==> config.mk <==
export PLATFORM = sky130hd
export DESIGN_NAME = burst_time_limiter
export DESIGN_NICKNAME = d
export VERILOG_FILES = /design/src/rtl/burst_time_limiter.sv
export SDC_FILE = /design/constraint.sdc
export NUM_CORES = 1
export LEC_CHECK = 0
export BUFFER_PORTS_ARGS = -buffer_cell sky130_fd_sc_hd__clkbuf_2
export CAP_MARGIN = 20
export CORE_AREA = 8 8 79 81
export CTS_CLUSTER_SIZE = 8
export DETAILED_ROUTE_END_ITERATION = 6
export DIE_AREA = 0 0 87 89
export HOLD_SLACK_MARGIN = 0.08
export PLACE_DENSITY = 0.79
export SLEW_MARGIN = 20
export SYNTH_ARGS = -nofsm -noshare
export SYNTH_HDL_FRONTEND = slang
export SYNTH_SLANG_ARGS = --single-unit
==> constraint.sdc <==
create_clock -name clk -period 3.15 [get_ports clk]
set_clock_uncertainty 0.2 [all_clocks]
set_input_delay 0.315 -clock clk [delete_from_list [all_inputs] [get_ports clk]]
set_output_delay 0.315 -clock clk [all_outputs]
set_load 0.005 [all_outputs]
==> src/rtl/burst_time_limiter.sv <==
module burst_time_limiter #(
  parameter int CNT_W = 24
) (
  input  logic             clk,
  input  logic             rst_n,
  input  logic             cfg_wr_en,
  input  logic [CNT_W-1:0] cfg_wr_data,
  output logic [CNT_W-1:0] cfg_rd_data,
  input  logic             burst_start,
  input  logic             burst_active,
  input  logic             xfer_done,
  output logic             release_req,
  output logic             expired
);

  logic [CNT_W-1:0] budget_q;
  logic [CNT_W-1:0] cnt_q;
  logic             armed_q;
  logic             rel_q;

  assign cfg_rd_data = budget_q;
  assign expired     = armed_q && (cnt_q == '0);
  assign release_req = rel_q;

  always_ff @(posedge clk or negedge rst_n) begin
    if (!rst_n) begin
      budget_q <= '0;
      cnt_q    <= '0;
      armed_q  <= 1'b0;
      rel_q    <= 1'b0;
    end else begin
      if (cfg_wr_en) budget_q <= cfg_wr_data;
      if (burst_start) begin
        cnt_q   <= budget_q;
        armed_q <= |budget_q;
        rel_q   <= 1'b0;
      end else if (!burst_active) begin
        cnt_q   <= '0;
        armed_q <= 1'b0;
        rel_q   <= 1'b0;
      end else begin
        if (armed_q && cnt_q != '0) cnt_q <= cnt_q - 1'b1;
        if (expired && xfer_done) rel_q <= 1'b1;
      end
    end
  end

endmodule


==> results of run 1 <==
[timing repair]
item	CTS	global route
endpoints found under the hold margin	75	0
setup endpoints to repair	0	0
hold buffers	26	0
setup buffers	0	0
[area by class of cell]
cell class | count | area, um2 | area share (%)
Multi-Input combinational cell | 189 | 1360 | 39.7
Sequential cell | 50 | 1250 | 36.7
Timing Repair Buffer | 91 | 611 | 17.9
Tap cell | 70 | 87.6 | 2.57
Clock buffer | 5 | 68.8 | 2.02
Clock inverter | 3 | 27.5 | 0.806
Inverter | 3 | 11.3 | 0.330
[placed cells by master, fill, tap and decap left out, types with 3 or more instances in the layout]
cell           netlist  layout
dfrtp_1             50      50
mux2_2              25      25
o311ai_0             3       3
clkbuf_8             0       5
dlygate4sd3_1        0      26
o21ai_0             10      10
a21oi_1             10      10
nand3_1             10      10
nor2_1              13      13
xnor2_1              3       3
clkbuf_2             0      55
inv_1                3       3
nand4_1              8       8
buf_4                0      10
nor4_1              11      11
o211ai_1             3       3
nand2_1             24      24
a32o_1               7       7
nor3_1              11      11
nor2b_1              3       3
[layer usage]
layer	track usage, %	vias up	routed length, um
met5	0	-	0
met4	11.7	0	341
met3	4.96	33	619
met2	37.3	141	4070
met1	26.6	1286	3340
li1	-	1152	-
[power by group]
group	internal [W]	switching [W]	leakage, nW
Sequential	0.000707	0.0000945	0.613
Clock	0.000165	0.000251	0.0467
Combinational	0.000177	0.000192	0.834
[critical path, delay by kind of cell (launching register included)]
kind / cells / cell delay, ns
buffers and inverters: 1 / 0.18
flip-flops: 1 / 0.43
AND/OR/NAND/NOR: 3 / 1.25
[path summary, 6_finish.rpt]
check,start,end,cells past startpoint
min in group asynchronous,rst_n,cfg_rd_data[22],3
min reg2reg,release_req,release_req,2
min,burst_start,cnt_q[22],3
max reg2reg,cnt_q[17],cnt_q[18],5
max in group asynchronous,rst_n,cnt_q[13],3
max,cnt_q[17],expired,4
[flip-flops by register name, indices dropped and copies added, names as in the netlist]
register,count
cfg_rd_data,24
cnt_q,24
armed_q,1
release_req,1
[through the flow]
| stage | instances | cell area [um2] | utilization (%) | hold slack, ns |
|---|---|---|---|---|
| 3_3_place_gp | 377 | 3060 | 61.4 | 0.259 |
| 3_5_place_dp | 377 | 3060 | 61.4 | 0.264 |
| 4_1_cts | 411 | 3410 | 68.6 | 0.146 |
| 2_1_floorplan | 258 | 2690 | - | -0.181 |
| 6_report | 411 | 3410 | 68.6 | 0.143 |
| 5_1_grt | 411 | 3410 | 68.6 | 0.202 |
[logic make-up (layout without fill, tap and decap cells)]
kind of cell / Yosys count / after routing
muxes: 26 / 26
buffers and inverters: 19 / 102
adders and majority gates: 2 / 2
and+or+nand+nor: 101 / 101
xor gates and xnor gates: 5 / 5
AOI/OAI and AO/OA: 55 / 55
DFF: 50 / 50
==> results.yml, run 1 <==
global_route:
  gr-total-overflow: 0
  grt_first_pass_wirelength_um: 13400
  grt_pass1_vias: 2662
  antenna_found_initial: 0
  grt_max_degree: 51
  track_usage_pct: 22.4
status:
  status: "completed"
timing:
  finalHoldViolCount: 0
  worst_slack_ns: 0.463
  fin_crit_ns: 2.69
  tightest_slew_ns: 0.653
  fmax_mhz: 372
  finalSetupViolations: 0
  max_slew_margin_pct: 56.4
  fin_crit_sh_pct: 85.3
  tns_ns: 0
  grt_setup_unrepaired: "no"
  slew_viol_final: 0
synth:
  synth_compound_area_share_pct: 15.7
  post-synth-top-count-cell: "dfrtp_1"
  synth_edf_count: 0
  ys_warn_count: 0
  synthTopCellsByCount: "dfrtp_1 (50), mux2_2 (25), nand2_1 (24)"
  yosys.area_share.simple_pct: 21.4
  yosysSeqAreaShare_pct: 46.6
  netlist_area_um2: 2690
  synthAdderAreaFrac_pct: 0.931
  synth_xor_area_share_pct: 1.63
  async_flop_share_pct: 100
  postSynthAreaPerCell_um2: 10.4
  yosysTopAreaCellShare_pct: 46.6
  ys.flop_type: "dfrtp_1"
  muxShareOfSynthArea_pct: 10.8
  synth_area_leaders: "dfrtp_1 (47%), mux2_2 (10%), nand2_1 (3.4%)"
  syn_nets: 290
  netlist_instances: 258
  ys_ff_latch: 50
  ys_types: 58
  synth_top_family_by_area: "simple AND/OR/NAND/NOR gates"
  synth_largest_area_cell: "dfrtp_1"
drt:
  wl_per_cell_um: 20.4
  first_iter_violations: 209
  drtPass1Iterations: 5
  drcViolationCount: 0
  via_per_inst: 6.36
  vias: 2612
  ant_nets: 0
  drt_wl_total_um: 8370
setup_path:
  worstPathRequired_ns: 2.63
  crit_type: "flop to primary output"
  end_kind: "primary output"
  cpPeakStageDelay_ns: 0.52
  start_kind: "flop"
  cp.arrival_ns: 2.17
  path_cells: "nor3_1, nand4_2, nor3_1, clkbuf_2"
  timing.critical_path.mode_cell: "nor3_1"
  slowest_stage: "nor3_1"
  r2r_slack_ns: 0.51
  crit_fanout: 8
cts:
  path_clk_slew_ns: 0.10
  ctsResizeCount: 0
  cts_max_level: 2
  clockBufferDepth: 2
  clock_latency_ns: 0.32
  clockRootBuffer: "clkbuf_8"
  cts_buffers: 5
  cts.sinks: 50
  cts_tree: "done"
floorplan:
  die-area_um2: 7740
  die_w_um: 87
  coreArea_um2: 4980
  rows: 26
  die_h_um: 89
  ioPinCount: 56
  start_util_pct: 54.0
pwr:
  power_w: 0.00159
  power_density_nw_per_um2: 465
  leakagePower_nw: 1.49
  peakVddDrop_mv: 0.408
final_layout:
  syn_to_final_growth_pct: 27.0
  finalNetCount: 372
  fillers: 326
  drive_gt1_share_pct: 31.4
  n_antenna_cell: 0
placement:
  place_congestion: 0.859
  dp_hpwl_um: 5200
  place_ws_ns: 0.541
  port_buffers: 55
min_path:
  min_path_type: "input port to flop"
run:
  max-cap-violations: 0
Power figures use the tool's default switching activity.
==> inputs of run 2 (changes only) <==
- CORE_AREA: 8 8 79 81 -> 8 8 78 80
- CTS_BUF_LIST: not set -> sky130_fd_sc_hd__clkbuf_2
- DIE_AREA: 0 0 87 89 -> 0 0 86 88
- PLACE_DENSITY: 0.79 -> 0.81
==> run 2 against run 1 <==
Net effect: final cell count increased by 0.49%; utilization increased by 0.68 points; critical path type unchanged; maximum frequency decreased by 7.9%; wire length decreased by 3.0%; highest routed layer unchanged; worst hold slack got worse by 0.030 ns.
==> results.yml, run 2 (same netlist as run 1, synthesis figures left out) <==
placement:
  dp_hpwl_um: 5370
  port_buffers: 55
  placed_cells: 378
  place_congestion: 0.915
timing:
  slew_viol_final: 0
  finalSetupViolations: 0
  tns_ns: 0
  tightest_slew_ns: 0.619
  fmax_mhz: 343
  grt_setup_unrepaired: "no"
  finalHoldViolCount: 0
  fin_crit_ns: 2.92
  max_slew_margin_pct: 58.4
  fin_crit_sh_pct: 92.6
setup_path:
  timing.critical_path.mode_cell: "nor3_1"
  reg2reg_depth: 5
  crit_fanout: 8
  cpPeakStageDelay_ns: 0.53
  cp.depth: 4
  end_kind: "primary output"
  critPathBufInv: 1
  slowest_stage: "nor3_1"
  path_delay_family: "simple AND/OR/NAND/NOR gates"
  crit_type: "flop to primary output"
  path_cells: "nor3_1, nand4_2, nor3_1, clkbuf_2"
  start_kind: "flop"
  cp.arrival_ns: 2.40
  worstPathRequired_ns: 2.63
final_layout:
  final_cell_mix: "clkbuf_2 (61), dfrtp_1 (50), dlygate4sd3_1 (27)"
  finalNetCount: 374
  final_common_cell: "clkbuf_2"
  n_antenna_cell: 0
  finalNonFillerCells: 413
  syn_to_final_growth_pct: 26.6
  drive_gt1_share_pct: 31.5
pwr:
  peakVddDrop_mv: 0.314
  leakagePower_nw: 1.49
  power_density_nw_per_um2: 445
cts:
  ctsResizeCount: 0
  clock_latency_ns: 0.43
  path_clk_slew_ns: 0.26
  clockRootBuffer: "clkbuf_2"
  post-cts-setup-buffers: 0
  clockBufferDepth: 2
  cts.sinks: 50
  cts_max_level: 2
  postCtsHoldBufs: 27
  cts_tree: "done"
  cts_buffers: 5
floorplan:
  rows: 26
  ioPinCount: 56
  die_w_um: 86
  coreArea_um2: 4910
  die-area_um2: 7570
  die_h_um: 88
  start_util_pct: 54.7
run:
  max-cap-violations: 0
global_route:
  grt_first_pass_wirelength_um: 13100
  antenna_found_initial: 0
  grt_pass1_vias: 2565
  gr-total-overflow: 0
  grt_max_degree: 34
  track_usage_pct: 22.2
drt:
  drcViolationCount: 0
  via_per_inst: 6.30
  vias: 2601
  ant_nets: 0
  drtPass1Iterations: 5
  drt_wl_total_um: 8120
  wl_per_cell_um: 19.7
  first_iter_violations: 303
status:
  status: "completed"
min_path:
  min_path_type: "input port to asynchronous set/reset pin"
## run 2: cell types whose count changed in the layout (fill, tap and decap cells not counted)
cell | before | now
buf_4 | 10 | 11
inv_8 | 1 | 0
clkbuf_2 | 55 | 61
dlygate4sd3_1 | 26 | 27
clkbuf_8 | 5 | 0
inv_6 | 1 | 0
bufinv_16 | 0 | 1
## run 2: routing by layer
layer	vias to the layer above	track usage [%]	wire length (um)
met1	1282	26.9	3200
met3	14	5.07	617
met2	147	37.2	4110
met4	0	8.92	191
met5	-	0	0
li1	1158	-	-
## run 2: final timing paths
kind | start | end | slack (ns)
min in group clk | burst_start | cnt_q[21] | 0.17
hold / removal | rst_n | cfg_rd_data[22] | 0.11
max in group asynchronous | rst_n | release_req | 1.84
hold reg to reg | cnt_q[13] | cnt_q[13] | 0.38
setup reg to reg | cnt_q[12] | cnt_q[18] | 0.31
setup / recovery | cnt_q[12] | expired | 0.23
## run 2: cell type report
| cell class | count | area [um2] |
|---|---|---|
| Multi-Input combinational cell | 189 | 1360 |
| Tap cell | 70 | 87.6 |
| Sequential cell | 50 | 1250 |
| Clock buffer | 6 | 30.0 |
| Timing Repair Buffer | 93 | 628 |
| Fill cell | 336 | 1510 |
| Inverter | 3 | 11.3 |
| Clock inverter | 2 | 37.5 |
## run 2: worst register-to-register path, stage by stage, from the launching register on
cell and delay [ns]:
dfrtp_1 0.46, nor3_1 0.53, nand4_2 0.39, o21ai_1 0.54, nand2_1 0.33, o2111a_1 0.31
## run 2: where the power goes
group	leakage, nW	internal, W	total [W]	switching, W
Combinational	0.843	0.000179	0.000368	0.000190
Clock	0.0392	0.000137	0.000349	0.000212
Sequential	0.613	0.000708	0.000798	0.0000902
Total	1.49	0.00102	0.00152	0.000492
## run 2: stage by stage
stage | utilization (%) | cell area, um2 | setup WS, ns | power (W) | hold WS [ns]
3_5_place_dp | 62.4 | 3060 | 0.499 | 0.00114 | 0.0661
3_3_place_gp | 62.4 | 3060 | 0.604 | 0.00112 | 0.0606
6_report | 69.3 | 3400 | 0.233 | 0.00152 | 0.113
2_1_floorplan | - | 2690 | 0.820 | 0.000993 | -0.181
4_1_cts | 69.3 | 3400 | 0.299 | 0.00150 | 0.109
5_1_grt | 69.3 | 3400 | 0.0446 | 0.00158 | 0.113
==> inputs of run 3 (changes only) <==
- CORE_AREA: 8 8 78 80 -> 4 4 74 76
- DIE_AREA: 0 0 86 88 -> 0 0 78 80
==> run 3 against run 2 <==
Net effect: clock power rose by 1%; first-iteration DRC count fell by 16%; combinational power barely moved; critical path type unchanged.
==> results.yml, run 3 (same netlist as run 1, synthesis figures left out) <==
global_route:
  grt_max_degree: 34
  track_usage_pct: 28.7
  antenna_found_initial: 0
  grt_first_pass_wirelength_um: 13700
  grt_pass1_vias: 2547
  gr-total-overflow: 0
final_layout:
  syn_to_final_growth_pct: 26.5
  finalNetCount: 374
  finalNonFillerCells: 410
  multiInputGateArea_um2: 1360
  drive_gt1_share_pct: 31.2
  fillers: 297
  final_common_cell: "clkbuf_2"
  seq_area_um2: 1250
  n_antenna_cell: 0
  final_cell_mix: "clkbuf_2 (61), dfrtp_1 (50), dlygate4sd3_1 (28)"
timing:
  finalSetupViolations: 0
  finalHoldViolCount: 0
  tightest_slew_ns: 0.613
  fin_crit_sh_pct: 88.6
  fmax_mhz: 358
  tns_ns: 0
  fin_crit_ns: 2.79
  slew_viol_final: 0
  max_slew_margin_pct: 59.1
  grt_setup_unrepaired: "no"
setup_path:
  crit_type: "flop to primary output"
  crit_fanout: 9
  worstPathRequired_ns: 2.63
  start_kind: "flop"
  end_kind: "primary output"
  cp.arrival_ns: 2.28
pwr:
  p_int_w: 0.00102
  p_seq_share_pct: 52.6
  leakagePower_nw: 1.49
  clkPwrFrac_pct: 23.2
  power_density_nw_per_um2: 449
  switching_share_pct: 33.1
  combPwrFrac_pct: 24.2
  switchingPower_w: 0.000504
  peakVddDrop_mv: 0.361
floorplan:
  coreArea_um2: 4720
  rows: 25
  start_util_pct: 56.9
  die_h_um: 80
  die_w_um: 78
  ioPinCount: 56
  die-area_um2: 6240
placement:
  port_buffers: 55
  place_congestion: 0.916
  placed_cells: 374
  dp_hpwl_um: 5110
drt:
  ant_nets: 0
  drt_wl_total_um: 8440
  first_iter_violations: 254
  vias: 2586
  drcViolationCount: 0
  via_per_inst: 6.31
  wl_per_cell_um: 20.6
  drtPass1Iterations: 6
cts:
  clock_latency_ns: 0.44
  cts_tree: "done"
  path_clk_slew_ns: 0.26
  cts_max_level: 2
  clockRootBuffer: "clkbuf_2"
  cts_buffers: 5
  post-cts-setup-buffers: 0
  clockBufferDepth: 2
  cts.sinks: 50
min_path:
  min_path_type: "input port to asynchronous set/reset pin"
status:
  status: "completed"
run:
  max-cap-violations: 0
run 3: per-layer routing:
layer / share of wire [%] / vias to the layer above / routed length (um) / track usage [%]
li1: - / 1157 / - / -
met1: 40 / 1246 / 3400 / 38.0
met2: 48 / 155 / 4060 / 47.0
met3: 8.5 / 28 / 719 / 5.30
met4: 3.0 / 0 / 253 / 10.8
met5: 0 / - / 0 / 0
run 3: cell type report:
cell class,count,area share [%]
Multi-Input combinational cell,189,39.9
Sequential cell,50,36.8
Timing Repair Buffer,93,18.5
Tap cell,67,2.47
Clock inverter,2,1.10
Clock buffer,6,0.883
Inverter,3,0.331
run 3: critical path, stage by stage (launching register included):
cell,delay (ns)
dfrtp_1,0.51
nor3_2,0.49
nand4_2,0.18
buf_4,0.22
nor3_1,0.27
clkbuf_2,0.17
run 3: power groups by stage:
stage	Clock [W]	Combinational, W	Sequential (W)
floorplan	0	0.000214	0.000779
global placement	0	0.000320	0.000802
detailed placement	0	0.000324	0.000807
CTS	0.000347	0.000354	0.000796
global route	0.000372	0.000402	0.000812
finish	0.000353	0.000370	0.000802
run 3: stage by stage:
stage / hold slack, ns / utilization (%) / setup WS [ns] / instance area (um2) / power (W)
2_1_floorplan: -0.181 / - / 0.820 / 2690 / 0.000993
3_3_place_gp: 0.0958 / 64.6 / 0.715 / 3050 / 0.00112
3_5_place_dp: 0.105 / 64.6 / 0.677 / 3050 / 0.00113
4_1_cts: 0.148 / 72.0 / 0.381 / 3400 / 0.00150
5_1_grt: 0.147 / 72.0 / 0.201 / 3400 / 0.00159
6_report: 0.119 / 72.0 / 0.358 / 3400 / 0.00153
run 3: repair_timing:
item                      in CTS  in global routing
resized for setup              0                  0
hold buffers                  28                  0
hold endpoints to repair      45                  0
run 3: path summary, 6_finish.rpt:
kind	from	endpoint	slack [ns]	cells after the start
worst max register to register	cnt_q[0]	cnt_q[18]	0.59	7
min in group clk	release_req	release_req	0.34	2
max in group asynchronous	rst_n	armed_q	1.82	3
worst max-delay path	cnt_q[8]	expired	0.36	5
worst min-delay path	rst_n	cnt_q[13]	0.12	2
worst min register to register	release_req	release_req	0.34	2
